## src/rtl/rse_pkg.sv

```systemverilog
package rse_pkg;

    typedef enum logic [2:0] {
        PH_SOLID_LO,
        PH_SOLID_HI,
        PH_WALK_HI,
        PH_WALK_LO,
        PH_GALLOP
    } rse_phase_e;

    typedef enum logic [2:0] {
        ST_FILL,
        ST_READ,
        ST_MARK,
        ST_SCAN,
        ST_UNMARK
    } rse_step_e;

    typedef enum logic [1:0] {
        CT_IDLE,
        CT_RUN,
        CT_DRAIN,
        CT_DONE
    } rse_ctl_e;

    // background word is all ones in these phases, all zeros otherwise
    function automatic logic bg_ones(rse_phase_e ph);
        return (ph == PH_SOLID_HI) || (ph == PH_WALK_LO);
    endfunction

    function automatic logic is_solid(rse_phase_e ph);
        return (ph == PH_SOLID_LO) || (ph == PH_SOLID_HI);
    endfunction

    function automatic rse_phase_e next_phase(rse_phase_e ph);
        case (ph)
            PH_SOLID_LO: return PH_SOLID_HI;
            PH_SOLID_HI: return PH_WALK_HI;
            PH_WALK_HI:  return PH_WALK_LO;
            default:     return PH_GALLOP;
        endcase
    endfunction

endpackage

```

## src/rtl/rse_sequencer.sv

```systemverilog
module rse_sequencer
    import rse_pkg::*;
#(
    parameter int AW = 4,
    parameter int DW = 8
) (
    input  logic          clk_i,
    input  logic          rst_ni,
    input  logic          launch_i,
    output logic [AW-1:0] addr_o,
    output logic          we_o,
    output logic [DW-1:0] wdata_o,
    output logic          rd_o,
    output logic [DW-1:0] exp_o,
    output logic          last_o
);

    localparam logic [AW-1:0] LAST_ADDR = {AW{1'b1}};

    typedef struct packed {
        logic          active;
        rse_phase_e    phase;
        rse_step_e     step;
        logic [AW-1:0] base;
        logic [AW-1:0] idx;
        logic          hop;
    } seq_t;

    seq_t s_d, s_q;

    logic [DW-1:0] bg;
    logic [AW-1:0] first_other, last_other, next_other;

    always_comb begin
        bg          = {DW{bg_ones(s_q.phase)}};
        first_other = (s_q.base == '0) ? AW'(1) : '0;
        last_other  = (s_q.base == LAST_ADDR) ? (LAST_ADDR - AW'(1)) : LAST_ADDR;
        next_other  = s_q.idx + AW'(1);
        if (next_other == s_q.base) begin
            next_other = s_q.idx + AW'(2);
        end
    end

    always_comb begin
        s_d     = s_q;
        addr_o  = '0;
        we_o    = 1'b0;
        wdata_o = '0;
        rd_o    = 1'b0;
        exp_o   = '0;
        last_o  = 1'b0;

        if (launch_i) begin
            s_d.active = 1'b1;
            s_d.phase  = PH_SOLID_LO;
            s_d.step   = ST_FILL;
            s_d.base   = '0;
            s_d.idx    = '0;
            s_d.hop    = 1'b0;
        end else if (s_q.active) begin
            case (s_q.step)
                ST_FILL: begin
                    addr_o  = s_q.idx;
                    we_o    = 1'b1;
                    wdata_o = bg;
                    if (s_q.idx == LAST_ADDR) begin
                        s_d.idx  = '0;
                        s_d.base = '0;
                        s_d.step = is_solid(s_q.phase) ? ST_READ : ST_MARK;
                    end else begin
                        s_d.idx = s_q.idx + AW'(1);
                    end
                end
                ST_READ: begin
                    addr_o = s_q.idx;
                    rd_o   = 1'b1;
                    exp_o  = bg;
                    if (s_q.idx == LAST_ADDR) begin
                        s_d.idx   = '0;
                        s_d.step  = ST_FILL;
                        s_d.phase = next_phase(s_q.phase);
                    end else begin
                        s_d.idx = s_q.idx + AW'(1);
                    end
                end
                ST_MARK: begin
                    addr_o  = s_q.base;
                    we_o    = 1'b1;
                    wdata_o = ~bg;
                    s_d.step = ST_SCAN;
                    s_d.hop  = 1'b0;
                    s_d.idx  = (s_q.phase == PH_GALLOP) ? first_other : '0;
                end
                ST_SCAN: begin
                    rd_o = 1'b1;
                    if (s_q.phase == PH_GALLOP) begin
                        if (!s_q.hop) begin
                            addr_o  = s_q.idx;
                            exp_o   = bg;
                            s_d.hop = 1'b1;
                        end else begin
                            addr_o  = s_q.base;
                            exp_o   = ~bg;
                            s_d.hop = 1'b0;
                            if (s_q.idx == last_other) begin
                                s_d.step = ST_UNMARK;
                            end else begin
                                s_d.idx = next_other;
                            end
                        end
                    end else begin
                        addr_o = s_q.idx;
                        exp_o  = (s_q.idx == s_q.base) ? ~bg : bg;
                        if (s_q.idx == LAST_ADDR) begin
                            s_d.step = ST_UNMARK;
                        end else begin
                            s_d.idx = s_q.idx + AW'(1);
                        end
                    end
                end
                ST_UNMARK: begin
                    addr_o  = s_q.base;
                    we_o    = 1'b1;
                    wdata_o = bg;
                    if (s_q.base == LAST_ADDR) begin
                        if (s_q.phase == PH_GALLOP) begin
                            s_d.active = 1'b0;
                            last_o     = 1'b1;
                        end else begin
                            s_d.phase = next_phase(s_q.phase);
                            s_d.step  = ST_FILL;
                            s_d.idx   = '0;
                        end
                    end else begin
                        s_d.base = s_q.base + AW'(1);
                        s_d.step = ST_MARK;
                    end
                end
                default: begin
                    s_d.active = 1'b0;
                end
            endcase
        end
    end

    always_ff @(posedge clk_i or negedge rst_ni) begin
        if (!rst_ni) begin
            s_q <= '0;
        end else begin
            s_q <= s_d;
        end
    end

endmodule

```

## src/rtl/rse_response.sv

```systemverilog
module rse_response #(
    parameter int            DW   = 8,
    parameter logic [DW-1:0] POLY = DW'(29)
) (
    input  logic          clk_i,
    input  logic          rst_ni,
    input  logic          clear_i,
    input  logic          rd_i,
    input  logic [DW-1:0] exp_i,
    input  logic [DW-1:0] rdata_i,
    output logic          fail_o,
    output logic [DW-1:0] sig_o
);

    typedef struct packed {
        logic          chk;
        logic [DW-1:0] exp;
        logic          fail;
        logic [DW-1:0] sig;
    } resp_t;

    resp_t r_d, r_q;

    always_comb begin
        r_d     = r_q;
        r_d.chk = rd_i;
        r_d.exp = exp_i;
        if (r_q.chk) begin
            r_d.sig = {r_q.sig[DW-2:0], 1'b0}
                    ^ (r_q.sig[DW-1] ? POLY : '0)
                    ^ rdata_i;
            if (rdata_i != r_q.exp) begin
                r_d.fail = 1'b1;
            end
        end
        if (clear_i) begin
            r_d.chk  = 1'b0;
            r_d.fail = 1'b0;
            r_d.sig  = '0;
        end
    end

    always_ff @(posedge clk_i or negedge rst_ni) begin
        if (!rst_ni) begin
            r_q <= '0;
        end else begin
            r_q <= r_d;
        end
    end

    assign fail_o = r_q.fail;
    assign sig_o  = r_q.sig;

endmodule

```

## src/rtl/ram_selftest_engine.sv

```systemverilog
module ram_selftest_engine
    import rse_pkg::*;
#(
    parameter int            AW       = 4,
    parameter int            DW       = 8,
    parameter logic [DW-1:0] SIG_POLY = DW'(29)
) (
    input  logic          clk_i,
    input  logic          rst_ni,
    input  logic          start_i,
    output logic [AW-1:0] mem_addr_o,
    output logic          mem_we_o,
    output logic [DW-1:0] mem_wdata_o,
    input  logic [DW-1:0] mem_rdata_i,
    output logic          busy_o,
    output logic          done_o,
    output logic          fail_o,
    output logic [DW-1:0] sig_o
);

    rse_ctl_e      ctl_d, ctl_q;
    logic          launch;
    logic          seq_rd, seq_last;
    logic [DW-1:0] seq_exp;

    always_comb begin
        ctl_d  = ctl_q;
        launch = start_i && ((ctl_q == CT_IDLE) || (ctl_q == CT_DONE));
        case (ctl_q)
            CT_IDLE, CT_DONE: if (launch) ctl_d = CT_RUN;
            CT_RUN:           if (seq_last) ctl_d = CT_DRAIN;
            CT_DRAIN:         ctl_d = CT_DONE;
            default:          ctl_d = CT_IDLE;
        endcase
    end

    always_ff @(posedge clk_i or negedge rst_ni) begin
        if (!rst_ni) begin
            ctl_q <= CT_IDLE;
        end else begin
            ctl_q <= ctl_d;
        end
    end

    assign busy_o = (ctl_q == CT_RUN) || (ctl_q == CT_DRAIN);
    assign done_o = (ctl_q == CT_DONE);

    rse_sequencer #(
        .AW(AW),
        .DW(DW)
    ) i_seq (
        .clk_i   (clk_i),
        .rst_ni  (rst_ni),
        .launch_i(launch),
        .addr_o  (mem_addr_o),
        .we_o    (mem_we_o),
        .wdata_o (mem_wdata_o),
        .rd_o    (seq_rd),
        .exp_o   (seq_exp),
        .last_o  (seq_last)
    );

    rse_response #(
        .DW  (DW),
        .POLY(SIG_POLY)
    ) i_resp (
        .clk_i  (clk_i),
        .rst_ni (rst_ni),
        .clear_i(launch),
        .rd_i   (seq_rd),
        .exp_i  (seq_exp),
        .rdata_i(mem_rdata_i),
        .fail_o (fail_o),
        .sig_o  (sig_o)
    );

endmodule

```

## config.mk

```make
export PLATFORM = sky130hd
export DESIGN_NAME = ram_selftest_engine
export DESIGN_NICKNAME = d
export VERILOG_FILES = /design/src/rtl/rse_pkg.sv /design/src/rtl/rse_sequencer.sv /design/src/rtl/rse_response.sv /design/src/rtl/ram_selftest_engine.sv
export SDC_FILE = /design/constraint.sdc
export NUM_CORES = 1
export LEC_CHECK = 0
export CORE_MARGIN = 2
export CORE_UTILIZATION = 45
export CTS_CLUSTER_SIZE = 12
export DETAILED_ROUTE_END_ITERATION = 8
export HOLD_SLACK_MARGIN = 0.1
export PLACE_DENSITY = 0.68
export SETUP_SLACK_MARGIN = 0.05
export SLEW_MARGIN = 15
export SYNTH_ARGS = -nofsm -noshare
export SYNTH_HDL_FRONTEND = slang
export SYNTH_SLANG_ARGS = --single-unit
```

## constraint.sdc

```tcl
create_clock -name clk_i -period 2.69 [get_ports clk_i]
set_input_delay 0.269 -clock clk_i [delete_from_list [all_inputs] [get_ports clk_i]]
set_output_delay 0.269 -clock clk_i [all_outputs]
set_load 0.03 [all_outputs]
```

Word-level counts from Yosys, hierarchy flattened
Cells that the tools add are included.
{"block": "word_totals", "inputBits": 11, "ff_bits": 36, "output_inout_bits": 24, "wordCells": 145}
{"block": "classes", "eq_ne": 31, "reduce_logical": 31, "bitwise": 3, "n_mux": 66, "addsub": 3}
{"cell": "$mux W4", "count": 15}
{"cell": "$mux W8", "count": 7}
{"cell": "$mux W16", "count": 2}
{"cell": "$pmux W8 S2", "count": 2}
{"cell": "$mux W9", "count": 2}
{"cell": "$mux W1", "count": 17}
{"cell": "$ne A4 B3 Y1 const B", "count": 4}
{"cell": "$pmux W4 S4", "count": 1}
{"cell": "$xor A8 B8 Y8", "count": 2}
{"cell": "$mux W3", "count": 5}
{"cell": "$pmux W3 S5", "count": 1}
{"cell": "$eq A3 B2 Y1 const B", "count": 4}
{"cell": "$eq A4 B4 Y1", "count": 3}
{"cell": "$mux W6", "count": 2}
{"cell": "$ne A3 B1 Y1 const B", "count": 4}
{"cell": "$pmux W4 S3", "count": 1}
{"cell": "$reduce_or A2 Y1", "count": 5}
{"cell": "$pmux W3 S3", "count": 1}
{"cell": "$reduce_bool A3 Y1", "count": 3}
{"cell": "$add A4 B1 Y4 const B", "count": 2}
{"cell": "$eq A4 B4 Y1 const B", "count": 2}
{"cell": "$ne A8 B8 Y1", "count": 1}
{"cell": "$not A8 Y8", "count": 1}
{"cell": "$pmux W4 S2", "count": 1}
{"cell": "31 further kinds", "count": 46}

Longest topological paths before layout
{"block": "logic_depth", "depth_word": 9, "ltp_mapped": 8, "ltp_nobuf": 7}

By module
Synthesis repeated with hierarchy kept, for this count alone.
{"block": "unflattened", "cells_unflattened": 296, "area_unflattened_um2": 2738.9}
{"mod": "rse_sequencer", "cells_per_inst": 211, "instances": 1, "area_each_um2": 1752.9, "seq_area_each_um2": 400.4}
{"mod": "rse_response", "cells_per_inst": 71, "instances": 1, "area_each_um2": 847.1, "seq_area_each_um2": 450.4}
{"mod": "ram_selftest_engine", "cells_per_inst": 14, "instances": 1, "area_each_um2": 138.9, "seq_area_each_um2": 50.0}

Worst setup path after synthesis
Ideal clock, no wire load.
{"block": "synth_timing", "path_kind": "flip-flop to output port", "start": "register ctl_q[0]", "end": "output mem_wdata_o[1]", "t_required_ns": 2.421, "setup_slack_ns": 0.292, "path_stages_with_launch": 6, "path_buffers": 1, "arrival_time_ns": 2.129, "cell_sequence": "dfrtp_1 -> ha_1 -> a21boi_1 -> nand2_1 -> nor2_1 -> buf_4"}
{"block": "synth_between", "elab_chain_len": 4, "elab_cells_between_ends": 5, "cone_classes": "1 x eq/ne; 1 x mux; 3 x reduce/logical"}
{"element": "start, declared", "line": "ram_selftest_engine.sv:21", "text": "rse_ctl_e ctl_d, ctl_q;"}
{"element": "start signal, assigned", "line": "ram_selftest_engine.sv:41", "text": "ctl_q <= ctl_d;"}
{"element": "$eq A2 B2 Y1 or $logic_not A2 Y1 (tied branches)", "line": "ram_selftest_engine.sv:28", "text": "launch = start_i && ((ctl_q == CT_IDLE) || (ctl_q == CT_DONE));"}
{"element": "$logic_or A1 B1 Y1 (*)", "line": "ram_selftest_engine.sv:28"}
{"element": "$logic_and A1 B1 Y1 (*)", "line": "ram_selftest_engine.sv:28"}
{"element": "$mux W8 (*)", "line": "rse_sequencer.sv:53", "text": "if (launch_i) begin"}
{"element": "end, declared", "line": "ram_selftest_engine.sv:13", "text": "output logic [DW-1:0] mem_wdata_o,"}
Mark *: on every way between the ends. The rest lies on a longest branch, timed or not.

Worst setup path in the final report
{"block": "layout_timing", "start": "register i_seq.s_q[13] (netlist name)", "end": "output mem_addr_o[2]"}
{"block": "layout_between", "elab_chain_len": 5}
{"element": "start, declared", "line": "rse_sequencer.sv:29", "text": "seq_t s_d, s_q;"}
{"element": "start signal, assigned", "line": "rse_sequencer.sv:148", "text": "s_q <= '0;"}
{"element": "start signal, assigned", "line": "rse_sequencer.sv:150", "text": "s_q <= s_d;"}
{"element": "$eq A3 B3 Y1", "line": "rse_sequencer.sv:96", "text": "if (s_q.phase == PH_GALLOP) begin"}
{"element": "$mux W4", "line": "rse_sequencer.sv:96"}
{"element": "$pmux W4 S3", "line": "rse_sequencer.sv:61", "text": "case (s_q.step)"}
{"element": "$mux W4", "line": "rse_sequencer.sv:60", "text": "end else if (s_q.active) begin"}
{"element": "$mux W4", "line": "rse_sequencer.sv:53"}
{"element": "end, declared", "line": "ram_selftest_engine.sv:11", "text": "output logic [AW-1:0] mem_addr_o,"}
No other way between the ends.

==> impl_metrics.tcl <==
set metrics [dict create \
    worstSetupPathType "reg -> out" \
    ys_ff_latch 29 \
    fin_setup_tns_ps 0 \
    synth_seq_area_share 0.300 \
    grt_usage 0.209 \
    synth_cells 278 \
    gp_congestion 0.887 \
    maxSlewHeadroom 0.633 \
    start_util 0.470 \
    grt_pass1_vias 1980 \
    grt_max_degree 30 \
    multi_input_area_mm2 0.00144 \
    rsz0062_at_grt "false" \
    fillers 494 \
    place_ws_ps 132 \
    finClkSkew_ps 7.32 \
    cts_sinks 29 \
    core.rowCount 26 \
    syn_area_mm2 0.00242 \
    cp_num_buf_inv 1 \
    placedCellCount 362 \
    power_uw 961 \
    dr.pass1.iters 4 \
    vias 2149 \
    die_area_mm2 0.00597 \
    root_buffer "clkbuf_8" \
    critPathArrivalTime_ps 2200 \
    cp-start-kind "flip-flop" \
    tritoncts "done" \
    fin_crit_ps 2470 \
    holdWs_ps 367 \
    drv_cap 0 \
    cts_setup_buffers 0 \
    ctsHoldBuffers 0 \
    area_growth_pct 16.8 \
    port_buffers 34 \
    numCtsBuffers 5 \
    avgSynthCellArea_um2 8.69 \
    wl_per_cell_um 16.0 \
    ios 35 \
    r2r-end "i_seq.s_q[11]$_DFFE_PN0P_" \
    chipWidth_um 77.3 \
    fin_util 0.549 \
    min-delay-path-class "in -> async" \
    ir_drop_mv 0.209 \
    worst_slack_ps 224 \
    worst_setup_path_end_kind "output port" \
    synth_warnings 0 \
    setup-violations-final 0 \
    fin_area_mm2 0.00282 \
    cts_resized 1 \
    ant_nets 0 \
    drive_gt1_frac 0.160 \
    period_share 0.917 \
    ys.flop_type "dfrtp_1" \
    total_leakage_power_nw 1.17 \
    tightest_slew_ps 545 \
    clockBufferDepth 2 \
    core_area_mm2 0.00514 \
    syn_nets 296 \
    timing.rr.start "i_seq.s_q[6]$_DFFE_PN0P_" \
    status "finished clean" \
    grt_pass1_wl_um 9910 \
    rr_worst_depth 6 \
    hold_violations 0 \
    die_h_um 77.3 \
    cp_slowest_stage_delay_ps 620 \
    fmax_ghz 0.406 \
    power_per_cell_area_mw_per_mm2 340 \
    drc 0 \
    r2r_setup_slack_ps 370 \
    crit_slowest_cell "or4bb_2" \
    synth_edf_count 0 \
    grt_overflow 0 \
    clk_pin_slew_ps 70 \
    antenna_found_initial 0 \
    crit_family "simple AND/OR/NAND/NOR gates" \
    ff_latch_area_um2 726 \
    finalNonFillerCells 370 \
    drt_iter0_drc 152 \
    drt-total-wl_um 5920 \
    critPathMaxFanout 4 \
    worstPathCellList "or4bb_2 > a21o_1 > o21ai_0 > a22oi_1 > nor2_1 > buf_4" \
    vias_per_cell 5.81 \
    ys_async_sr_fraction 1.00 \
    placed_area_mm2 0.00271 \
    htreeDepth 2 \
    cp.required_ps 2420 \
    diodes 0 \
    dp.final_hpwl_um 4280 \
    slew_viol_final 0 \
    fin_nets 317 \
    synth_cell_types 62 \
    clock_latency_ps 290 \
]
==> routing by layer <==
layer  global-route usage  wire length, um
met3               0.0435              392
met2                0.302             2630
met5                    0                0
met4               0.0804              106
met1                0.305             2790
==> registers in the layout, indices dropped and copies added, names as in the netlist <==
register and cells:
i_seq.s_q 16, i_resp.sig_o 8, ctl_q 2, i_resp.r_q 2, i_resp.fail_o 1
==> cell type report <==
type                       count  area share
clock buffer                   7      0.0306
clock inverter                 1      0.0106
inverter                      11      0.0146
multi-input combinational    204       0.509
sequential                    29       0.257
tap                           70      0.0310
timing repair buffer          48       0.147
==> how the worst max path moves through the flow <==
stage | from | endpoint | slack, ps | depth (start not counted)
2_1_floorplan | ctl_q[0]$_DFFE_PN0P_ | mem_wdata_o[1] | 290 | 5
3_3_place_gp | i_seq.s_q[13]$_DFFE_PN0P_ | mem_addr_o[1] | 150 | 6
3_5_place_dp | i_seq.s_q[13]$_DFFE_PN0P_ | mem_addr_o[1] | 130 | 6
4_1_cts | i_seq.s_q[13]$_DFFE_PN0P_ | mem_addr_o[1] | 80 | 6
5_1_grt | i_seq.s_q[13]$_DFFE_PN0P_ | mem_addr_o[3] | 130 | 6
6_report | i_seq.s_q[13]$_DFFE_PN0P_ | mem_addr_o[2] | 220 | 6
==> power breakdown <==
part	leakage (nW)	switching [mW]	total [mW]	internal (mW)
clock network	0.0585	0.183	0.485	0.302
registers	0.348	0	0.436	0.436
logic	0.761	0.0195	0.0398	0.0203
==> placed cells by master (no fill, tap or decap), types with 3 or more instances in the layout <==
cell and instances:
clkdlybuf4s50_1 21, nor3_1 7, a211oi_1 8, dfrtp_1 29, buf_4 25, nor2_1 22, nand2_1 16, a22oi_1 4
o21ai_0 13, mux2_2 3, and3_1 4, nand4_1 5, a21o_1 3, ha_1 7, xnor2_1 17, nor4_1 3
clkbuf_8 6, and2_1 3, nor2b_1 6, nand3_1 9, inv_1 10, mux2i_1 10, a21oi_1 12, a31oi_1 4
o31ai_1 3, nand2b_1 3
==> logic make-up (layout without fill, tap and decap cells) <==
family	after synthesis	count (layout)	share of synthesized area
AO/OA/AOI/OAI	71	71	0.202
XOR/XNOR	20	20	0.0849
adder cells (fa/ha/maj)	7	7	0.0362
buffers and inverters	45	67	0.105
flip-flops	29	29	0.300
multiplexers	13	13	0.0554
AND/OR/NAND/NOR	93	93	0.215
==> synth_stat cells, drive strengths merged, types with 3 or more instances <==
| cell | n | area [um2] |
|---|---|---|
| buf | 25 | 179 |
| o31ai | 3 | 22.5 |
| nor4 | 4 | 40.0 |
| a21oi | 12 | 60.1 |
| and2 | 3 | 18.8 |
| xnor2 | 17 | 149 |
| and3 | 5 | 32.5 |
| o21ai | 13 | 65.1 |
| inv | 10 | 37.5 |
| nand2 | 16 | 60.1 |
| nor2b | 6 | 37.5 |
| mux2i | 10 | 100 |
| nand3 | 10 | 55.1 |
| nor3 | 7 | 35.0 |
| nand2b | 3 | 18.8 |
| dfrtp | 29 | 726 |
| a31oi | 4 | 25.0 |
| ha | 7 | 87.6 |
| nand4 | 5 | 31.3 |
| nor3b | 3 | 27.5 |
| a22oi | 4 | 30.0 |
| a211oi | 8 | 60.1 |
| a21o | 3 | 22.5 |
| clkbuf | 9 | 33.8 |
| mux2 | 3 | 33.8 |
| nor2 | 22 | 82.6 |
==> worst register-to-register path, delay by kind of cell, from the launching register on <==
| kind | cells | cell delay [ps] |
|---|---|---|
| AND/OR/NAND/NOR | 2 | 530 |
| flip-flops | 1 | 510 |
| AO/OA/AOI/OAI | 1 | 170 |
| adder cells (fa/ha/maj) | 1 | 270 |
| multiplexers | 2 | 720 |
No activity file was read; power rests on OpenSTA's default activity.
